==> config.mk <==
export PLATFORM = sky130hd
export DESIGN_NAME = lda_load_unit
export DESIGN_NICKNAME = d
export VERILOG_FILES = /design/src/rtl/lda_pkg.sv /design/src/rtl/lda_lane_extract.sv /design/src/rtl/lda_partial_merge.sv /design/src/rtl/lda_align_check.sv /design/src/rtl/lda_load_unit.sv
export SDC_FILE = /design/constraint.sdc
export NUM_CORES = 1
export LEC_CHECK = 0
export ABC_AREA = 0
export BUFFER_PORTS_ARGS = -buffer_cell sky130_fd_sc_hd__buf_2
export CAP_MARGIN = 15
export CORE_ASPECT_RATIO = 1.2
export CORE_MARGIN = 3
export CORE_UTILIZATION = 35
export DETAILED_ROUTE_END_ITERATION = 12
export GPL_ROUTABILITY_DRIVEN = 0
export GPL_TIMING_DRIVEN = 0
export SYNTH_ARGS = -nofsm -noshare
export SYNTH_HDL_FRONTEND = slang
export SYNTH_HIERARCHICAL = 1
export SYNTH_SLANG_ARGS = --single-unit
==> constraint.sdc <==
create_clock -name vclk -period 3.5
set_input_delay 0.35 -clock vclk [all_inputs]
set_output_delay 0.35 -clock vclk [all_outputs]
set_load 0.02 [all_outputs]
==> src/rtl/lda_pkg.sv <==
package lda_pkg;

   typedef enum logic [2:0] {
      LK_NONE   = 3'd0,
      LK_BYTE_S = 3'd1,
      LK_BYTE_U = 3'd2,
      LK_HALF_S = 3'd3,
      LK_HALF_U = 3'd4,
      LK_WORD   = 3'd5,
      LK_LEFT   = 3'd6,
      LK_RIGHT  = 3'd7
   } ld_kind_e;

endpackage

==> src/rtl/lda_lane_extract.sv <==
module lda_lane_extract
   import lda_pkg::*;
#(
   parameter int BYTE_W = 8,
   parameter int LANES  = 4,
   localparam int DATA_W = BYTE_W * LANES,
   localparam int HALF_W = 2 * BYTE_W,
   localparam int HALVES = LANES / 2,
   localparam int OFF_W  = $clog2(LANES)
) (
   input  ld_kind_e          kind_i,
   input  logic [OFF_W-1:0]  off_i,
   input  logic [DATA_W-1:0] mem_i,
   input  logic              big_i,
   output logic [DATA_W-1:0] ext_o
);

   logic [BYTE_W-1:0] byte_lane [LANES];
   logic [HALF_W-1:0] half_lane [HALVES];

   for (genvar g = 0; g < LANES; g++) begin : g_byte
      assign byte_lane[g] = mem_i[g*BYTE_W +: BYTE_W];
   end

   for (genvar h = 0; h < HALVES; h++) begin : g_half
      assign half_lane[h] = mem_i[h*HALF_W +: HALF_W];
   end

   logic [OFF_W-1:0]  byte_idx;
   logic [OFF_W-2:0]  half_idx;
   logic [BYTE_W-1:0] byte_sel;
   logic [HALF_W-1:0] half_sel;

   always_comb begin
      byte_idx = big_i ? (OFF_W'(LANES - 1) - off_i) : off_i;
      half_idx = big_i ? ((OFF_W-1)'(HALVES - 1) - off_i[OFF_W-1:1])
                       : off_i[OFF_W-1:1];
      byte_sel = byte_lane[byte_idx];
      half_sel = half_lane[half_idx];
   end

   always_comb begin
      unique case (kind_i)
         LK_BYTE_S: ext_o = {{(DATA_W-BYTE_W){byte_sel[BYTE_W-1]}}, byte_sel};
         LK_BYTE_U: ext_o = {{(DATA_W-BYTE_W){1'b0}}, byte_sel};
         LK_HALF_S: ext_o = {{(DATA_W-HALF_W){half_sel[HALF_W-1]}}, half_sel};
         LK_HALF_U: ext_o = {{(DATA_W-HALF_W){1'b0}}, half_sel};
         LK_WORD:   ext_o = mem_i;
         default:   ext_o = '0;
      endcase
   end

   // Signed byte result: bits from the byte's sign bit upward are all equal.
   always_comb begin
      if (kind_i == LK_BYTE_S) begin
         p_sign_fill_r3: assert ($countones(ext_o[DATA_W-1:BYTE_W-1]) == 0 ||
                                 $countones(ext_o[DATA_W-1:BYTE_W-1]) == DATA_W-BYTE_W+1)
            else $error("signed byte result not uniformly filled");
      end
   end

endmodule

==> src/rtl/lda_partial_merge.sv <==
module lda_partial_merge
   import lda_pkg::*;
#(
   parameter int BYTE_W = 8,
   parameter int LANES  = 4,
   localparam int DATA_W = BYTE_W * LANES,
   localparam int OFF_W  = $clog2(LANES)
) (
   input  ld_kind_e          kind_i,
   input  logic [OFF_W-1:0]  off_i,
   input  logic [DATA_W-1:0] mem_i,
   input  logic [DATA_W-1:0] old_i,
   input  logic              big_i,
   output logic [DATA_W-1:0] merged_o
);

   logic [BYTE_W-1:0] mem_lane [LANES];
   logic [BYTE_W-1:0] old_lane [LANES];
   logic [OFF_W-1:0]  shl;
   logic [OFF_W-1:0]  shr;
   logic [DATA_W-1:0] left_w;
   logic [DATA_W-1:0] right_w;

   // Lane shift amounts: endianness mirrors the offset for each direction.
   always_comb begin
      shl = big_i ? off_i : (OFF_W'(LANES - 1) - off_i);
      shr = big_i ? (OFF_W'(LANES - 1) - off_i) : off_i;
   end

   for (genvar j = 0; j < LANES; j++) begin : g_lane
      localparam logic [OFF_W-1:0] J = OFF_W'(j);
      assign mem_lane[j] = mem_i[j*BYTE_W +: BYTE_W];
      assign old_lane[j] = old_i[j*BYTE_W +: BYTE_W];
      assign left_w[j*BYTE_W +: BYTE_W] =
         (J >= shl) ? mem_lane[J - shl] : old_lane[j];
      assign right_w[j*BYTE_W +: BYTE_W] =
         (({1'b0, J} + {1'b0, shr}) < (OFF_W+1)'(LANES)) ? mem_lane[J + shr]
                                                         : old_lane[j];
   end

   always_comb begin
      merged_o = (kind_i == LK_RIGHT) ? right_w : left_w;
   end

   // Boundary offsets of each direction must return the memory word whole.
   always_comb begin
      if (kind_i == LK_LEFT && big_i && off_i == '0) begin
         p_left_be_whole_r7: assert (merged_o == mem_i)
            else $error("big-endian left merge at offset 0 altered the word");
      end
      if (kind_i == LK_LEFT && !big_i && off_i == OFF_W'(LANES - 1)) begin
         p_left_le_whole_r8: assert (merged_o == mem_i)
            else $error("little-endian left merge at top offset altered the word");
      end
      if (kind_i == LK_RIGHT && big_i && off_i == OFF_W'(LANES - 1)) begin
         p_right_be_whole_r9: assert (merged_o == mem_i)
            else $error("big-endian right merge at top offset altered the word");
      end
      if (kind_i == LK_RIGHT && !big_i && off_i == '0) begin
         p_right_le_whole_r10: assert (merged_o == mem_i)
            else $error("little-endian right merge at offset 0 altered the word");
      end
   end

endmodule

==> src/rtl/lda_align_check.sv <==
module lda_align_check
   import lda_pkg::*;
#(
   parameter int LANES = 4,
   localparam int OFF_W = $clog2(LANES)
) (
   input  ld_kind_e         kind_i,
   input  logic [OFF_W-1:0] off_i,
   output logic             misaligned_o
);

   always_comb begin
      unique case (kind_i)
         LK_HALF_S, LK_HALF_U: misaligned_o = off_i[0];
         LK_WORD:              misaligned_o = (off_i != '0);
         default:              misaligned_o = 1'b0;
      endcase
   end

   always_comb begin
      if (kind_i inside {LK_BYTE_S, LK_BYTE_U, LK_LEFT, LK_RIGHT}) begin
         p_no_fault_r11: assert (!misaligned_o)
            else $error("byte or partial-word load flagged as misaligned");
      end
   end

endmodule

==> src/rtl/lda_load_unit.sv <==
module lda_load_unit
   import lda_pkg::*;
#(
   parameter int BYTE_W = 8,
   parameter int LANES  = 4,
   localparam int DATA_W = BYTE_W * LANES,
   localparam int OFF_W  = $clog2(LANES)
) (
   input  logic [2:0]        ld_kind_i,
   input  logic [OFF_W-1:0]  addr_lo_i,
   input  logic [DATA_W-1:0] mem_word_i,
   input  logic [DATA_W-1:0] rd_old_i,
   input  logic              big_endian_i,
   output logic [DATA_W-1:0] wb_data_o,
   output logic              wb_en_o,
   output logic              addr_err_o
);

   if (LANES < 4 || (LANES & (LANES - 1)) != 0) begin : g_bad_lanes
      $error("LANES must be a power of two of at least 4");
   end
   if (BYTE_W < 1) begin : g_bad_byte
      $error("BYTE_W must be positive");
   end

   ld_kind_e          kind;
   logic [DATA_W-1:0] ext_val;
   logic [DATA_W-1:0] merge_val;
   logic              misaligned;

   assign kind = ld_kind_e'(ld_kind_i);

   lda_lane_extract #(.BYTE_W(BYTE_W), .LANES(LANES)) extract_i (
      .kind_i (kind),
      .off_i  (addr_lo_i),
      .mem_i  (mem_word_i),
      .big_i  (big_endian_i),
      .ext_o  (ext_val)
   );

   lda_partial_merge #(.BYTE_W(BYTE_W), .LANES(LANES)) merge_i (
      .kind_i   (kind),
      .off_i    (addr_lo_i),
      .mem_i    (mem_word_i),
      .old_i    (rd_old_i),
      .big_i    (big_endian_i),
      .merged_o (merge_val)
   );

   lda_align_check #(.LANES(LANES)) align_i (
      .kind_i       (kind),
      .off_i        (addr_lo_i),
      .misaligned_o (misaligned)
   );

   always_comb begin
      addr_err_o = misaligned;
      wb_en_o    = (kind != LK_NONE) && !misaligned;
      if (!wb_en_o)
         wb_data_o = '0;
      else if (kind == LK_LEFT || kind == LK_RIGHT)
         wb_data_o = merge_val;
      else
         wb_data_o = ext_val;
   end

   always_comb begin
      if (kind == LK_NONE) begin
         p_idle_quiet_r1: assert (!wb_en_o && !addr_err_o && wb_data_o == '0)
            else $error("idle kind produced activity");
      end
      if (addr_err_o) begin
         p_fault_blocks_write_r5: assert (!wb_en_o && wb_data_o == '0)
            else $error("address error with write enabled");
      end
      if (kind == LK_WORD && addr_lo_i == '0) begin
         p_word_pass_r6: assert (wb_en_o && wb_data_o == mem_word_i)
            else $error("aligned word load did not pass the word");
      end
   end

endmodule

Yosys cells after proc, flatten, opt, wreduce, memory -nomap -nowiden
Cells that the tools add are included.

operators by class
  shift-type cells = 0
  multiply operators = 0
  add/sub/neg operators = 12
  equality and inequality tests = 7
  mux-type cells = 43
  $lt $le $gt $ge = 17
  divide/modulo/power cells = 0
  bitwise logic cells = 9
  reductions and logical operators = 6

operator list
  kind                                                         count
  2-to-1 mux 8 bit                                             24
  case mux 32 bit (5 select lines)                             1
  binary-select mux 8 bit (select 2 bit)                       8
  2-to-1 mux 32 bit                                            3
  2-to-1 mux 16 bit                                            3
  >= comparator 3 bit (second input constant)                  8
  inverter 2 -> 3 bit                                          8
  equality test 3 bit (second input constant)                  4
  less-than comparator 3 bit (second input constant)           3
  adder 2 x 2 -> 3 bit (first input constant)                  2
  equality test 3 x 2 -> 1 bit (second input constant)         2
  subtractor 2 bit (first input constant)                      3
  adder 2 bit (first input constant)                           2
  >= comparator 1 x 2 -> 1 bit (first input constant)          2
  >= comparator 2 bit (first input constant)                   2
  2-to-1 mux 2 bit                                             2
  subtractor 1 x 2 -> 2 bit (first input constant)             2
  adder 1 x 2 -> 3 bit (first input constant)                  1
  equality test 3 x 1 -> 1 bit (second input constant)         1
  less-than comparator 2 x 3 -> 1 bit (second input constant)  1
  nonzero test 3 bit                                           1
  adder 1 x 2 -> 2 bit (first input constant)                  1
  >= comparator 2 bit (second input constant)                  1
  inverter 1 -> 2 bit                                          1
  other kinds (8)                                              8

word-level totals
  latch bits = 0
  register bits = 0
  bits in writable memories = 0
  bits in read-only memories = 0
  memories = 0
  output and inout bits = 34

Logic depth before layout (Yosys ltp)
  depth in word-level cells = 11
  depth in mapped cells = 10
  gate-level depth less buffers = 8

Modules after synthesis
Netlist, hierarchy kept.

by module, submodules not included
  module             cells an instance  seq. area each (sq um)  area an instance (sq um)  instances
  lda_partial_merge  214                0.0                     1551.5                    1
  lda_load_unit      120                0.0                     1054.8                    1
  lda_lane_extract   95                 0.0                     734.5                     1
  lda_align_check    4                  0.0                     30.0                      1

Worst setup path before layout
No wires, ideal clock.

  kind = input to output
  from = input big_endian_i
  to = output wb_data_o[16]
  required time = 3.150 ns
  slack = 0.665 ns
  stages = 9
  arrival time = 2.485 ns
  cells stage by stage = xnor2_4 buf_4 buf_2 ha_1 nand2b_1 buf_1 o21ai_1 o221a_2 o221a_1

on the way
  word-level cells in the longest chain between the ends = 10

RTL lines
  item                                                       line                                              RTL
  start: declaration                                         lda_load_unit.sv:13                               input logic big_endian_i,
  2-to-1 mux 2 bit (on tied branches)                        lda_partial_merge.sv:26, lda_partial_merge.sv:27
  subtractor 2 bit / adder 2 bit (equally long branches)     lda_partial_merge.sv:35, lda_partial_merge.sv:37
  inverter 2 -> 3 bit (on tied branches)                     lda_partial_merge.sv:35, lda_partial_merge.sv:37
  binary-select mux 8 bit (select 2 bit) (on tied branches)  lda_partial_merge.sv:35, lda_partial_merge.sv:37
  2-to-1 mux 8 bit (on tied branches) (3 in a row)           lda_partial_merge.sv:35, lda_partial_merge.sv:37
  2-to-1 mux 32 bit (*)                                      lda_partial_merge.sv:42                           merged_o = (kind_i == LK_RIGHT) ? right_w : left_w;
  net merge_val[16]                                          lda_load_unit.sv:28                               logic [DATA_W-1:0] merge_val;
  2-to-1 mux 32 bit (*)                                      lda_load_unit.sv:61                               else if (kind == LK_LEFT || kind == LK_RIGHT)
  2-to-1 mux 32 bit (*)                                      lda_load_unit.sv:59                               if (!wb_en_o)
  end: declaration                                           lda_load_unit.sv:14                               output logic [DATA_W-1:0] wb_data_o,

The timed path passes the listed nets; every way through them passes the cells marked *. The select of a mux whose other input is x is not followed.

Worst setup path after layout
  from = input addr_lo_i[0]
  to = output wb_data_o[15]

on the way
  word-level cells in the longest chain between the ends = 11

RTL lines
  item                                                                      line                                              RTL
  start: declaration                                                        lda_load_unit.sv:10                               input logic [OFF_W-1:0] addr_lo_i,
  subtractor 2 bit                                                          lda_partial_merge.sv:26, lda_partial_merge.sv:27
  2-to-1 mux 2 bit (on tied branches)                                       lda_partial_merge.sv:26, lda_partial_merge.sv:27
  subtractor 1 x 2 -> 2 bit / adder 1 x 2 -> 2 bit (equally long branches)  lda_partial_merge.sv:35, lda_partial_merge.sv:37
  inverter 2 -> 3 bit (on tied branches)                                    lda_partial_merge.sv:35, lda_partial_merge.sv:37
  binary-select mux 8 bit (select 2 bit) (on tied branches)                 lda_partial_merge.sv:35, lda_partial_merge.sv:37
  2-to-1 mux 8 bit (on tied branches) (3 in a row)                          lda_partial_merge.sv:35, lda_partial_merge.sv:37
  2-to-1 mux 32 bit (*)                                                     lda_partial_merge.sv:42
  net merge_val[15]                                                         lda_load_unit.sv:28
  2-to-1 mux 32 bit (*)                                                     lda_load_unit.sv:61
  2-to-1 mux 32 bit (*)                                                     lda_load_unit.sv:59

Marked as above.

==> impl_metrics.env <==
export IMPL_die_area_mm2=0.0108
export IMPL_vdd_drop_max_uv=91.7
export IMPL_post_route_period_util=0.938
export IMPL_seq_power_share=0
export IMPL_overflow=0
export IMPL_final_nets=612
export IMPL_tightestPinTransition_ps=1200
export IMPL_synth_avg_cell_area_um2=7.78
export IMPL_grt_antenna_before_repair=0
export IMPL_cap_violations=0
export IMPL_timing_fmax_ghz=0.305
export IMPL_slowest_stage="a21oi_1"
export IMPL_hold_buffers=0
export IMPL_area_delta_synth_final_pct=20.3
export IMPL_fin_util=0.440
export IMPL_p_int_mw=0.394
export IMPL_crit_fanout=10
export IMPL_synth_distinct_cells=53
export IMPL_row_count=38
export IMPL_relSlewSlack=0.190
export IMPL_fp_dieW_um=95.6
export IMPL_setup_viol=0
export IMPL_syn_cell_area_mm2=0.00337
export IMPL_totalPowerFinal_mw=0.916
export IMPL_finalHoldViolCount=0
export IMPL_pin_count=104
export IMPL_endpoint_kind="primary output"
export IMPL_hold_path_class="input pin to primary output"
export IMPL_worstPathArrival_ps=2930
export IMPL_pwr_share_clk=0
export IMPL_synthesis_nets=507
export IMPL_die_h_um=114
export IMPL_grt_pass1_vias=4258
export IMPL_p_sw_mw=0.522
export IMPL_startpoint_type="input pin"
export IMPL_crit_chain="buf_2 -> xnor2_4 -> buf_4 -> inv_4 -> buf_6 -> buf_2 -> ha_1 -> a21oi_1 -> o221a_2 -> o221a_1 -> buf_2"
export IMPL_setup_tns_ps=0
export IMPL_synthCells=433
export IMPL_grtUsageTotal=0.265
export IMPL_wl_mm=15.0
export IMPL_required_ps=3150
export IMPL_routedWlPerCell_um=22.9
export IMPL_first_pass_iters=5
export IMPL_portBuffers=104
export IMPL_seq_cells=0
export IMPL_crit_family="compound AO/OA/AOI/OAI gates"
export IMPL_detail_route_antenna_nets=0
export IMPL_yosys_warnings=6
export IMPL_grt_pass1_wl_mm=22.6
export IMPL_drc=0
export IMPL_final_max_slew_viol_count=0
export IMPL_seqCellArea_um2=0
export IMPL_switching_share=0.570
export IMPL_crit_buf_inv=6
export IMPL_rsz0062_at_grt="false"
export IMPL_grt_max_degree=17
export IMPL_crit_top_cell="buf_2"
export IMPL_combPwrFrac=1.000
export IMPL_initial_core_util=0.365
export IMPL_n_antenna_cell=0
export IMPL_p_per_area_mw_per_mm2=226
export IMPL_clockBufferCount=0
export IMPL_leakage_nw=1.94
export IMPL_critical_path_class="input pin to primary output"
export IMPL_vias=4378
export IMPL_layout_drive_gt1_share=0.345
export IMPL_period_needed_ps=3280
export IMPL_drt_initial_drc_count=433
export IMPL_fillers=992
export IMPL_dp_hpwl_mm=11.6
export IMPL_vias_per_cell=6.67
export IMPL_ys_seq_area_frac=0
export IMPL_slowest_delay_ps=630
export IMPL_status="finished clean"
export IMPL_multi_input_area_mm2=0.00308
export IMPL_core_mm2=0.00922
[cells in the final DEF (no fill, tap or decap), types with 9 or more instances in the layout]
cell	Yosys	layout
nor2_1	24	24
o21a_1	32	32
mux4_2	9	9
a21o_2	16	16
o21ba_1	32	32
nand2_1	51	51
a221o_1	14	14
nand3_1	23	23
o221a_1	29	29
mux2i_1	34	34
inv_1	9	9
o22a_1	9	9
buf_2	12	115
a21oi_1	19	19
clkbuf_1	11	11
o221a_2	19	19
[what timing repair did]
action,4_1_cts,5_1_grt
buffers inserted,2,0
setup endpoints to repair,17,17
resized for setup,0,2
cloned,0,0
pin swaps,1,0
[synthesized netlist by cell type (4+ instances only)]
library cell	number	area, um^2
inv_1	9	33.8
buf_2	12	60.1
o22a_1	9	78.8
o21ai_0	8	40.0
a31oi_1	6	37.5
ha_1	4	50.1
buf_1	4	15.0
nand3_1	23	115
a21o_2	16	140
mux2i_1	34	340
mux4_2	9	203
o221a_2	19	214
a2bb2oi_1	4	35.0
o22ai_1	5	31.3
a22o_1	4	35.0
a21oi_1	19	95.1
buf_4	6	45.0
o221a_1	29	327
nor2_1	24	90.1
a221o_1	14	140
o21a_1	32	240
o21ba_1	32	320
buf_6	7	78.8
clkbuf_1	11	41.3
nand2_1	51	191
[final timing paths]
check | startpoint | depth (start not counted) | endpoint | slack (ps)
worst max-delay path | addr_lo_i[0] | 11 | wb_data_o[15] | 220
worst min-delay path | rd_old_i[19] | 4 | wb_data_o[19] | 1280
[final cells by class]
cell class / instances / share of cell area
plain buffers: 40 / 0.0617
inverters: 10 / 0.00987
multi-input cells: 380 / 0.759
well taps: 120 / 0.0370
repair buffers: 106 / 0.132
[power by group through the flow]
stage / Combinational [mW] / Clock [mW] / Sequential, mW
6_report: 0.916 / 0 / 0
5_1_grt: 0.971 / 0 / 0
4_1_cts: 0.899 / 0 / 0
3_5_place_dp: 0.892 / 0 / 0
3_3_place_gp: 0.878 / 0 / 0
2_1_floorplan: 0.622 / 0 / 0
[per-stage QoR]
stage	worst slack (ps)	std cells	area, um^2	hold slack [ps]
after floorplan	665	433	3370	1010
after global placement	-242	657	4040	1290
after detailed placement	-320	657	4040	1280
after CTS	43.2	659	4060	1280
after global routing	55.4	656	4060	1310
final	217	656	4060	1280
[kinds of logic after synthesis]
| group | Yosys count | synth area share |
|---|---|---|
| adders and majority gates | 4 | 0.0148 |
| muxes | 43 | 0.161 |
| xor gates and xnor gates | 7 | 0.0293 |
| and+or+nand+nor | 117 | 0.157 |
| AOI/OAI and AO/OA | 209 | 0.548 |
| buffers and inverters | 53 | 0.0898 |
[metal layers]
layer / global-route usage / vias to the layer above / part of all wire
met4: 0.0930 / 0 / 0.036
met2: 0.464 / 289 / 0.49
met3: 0.0218 / 47 / 0.094
met1: 0.335 / 2095 / 0.38
met5: 0 / - / 0
li1: - / 1947 / -
Note: power is estimated with default switching activity, not from simulation.
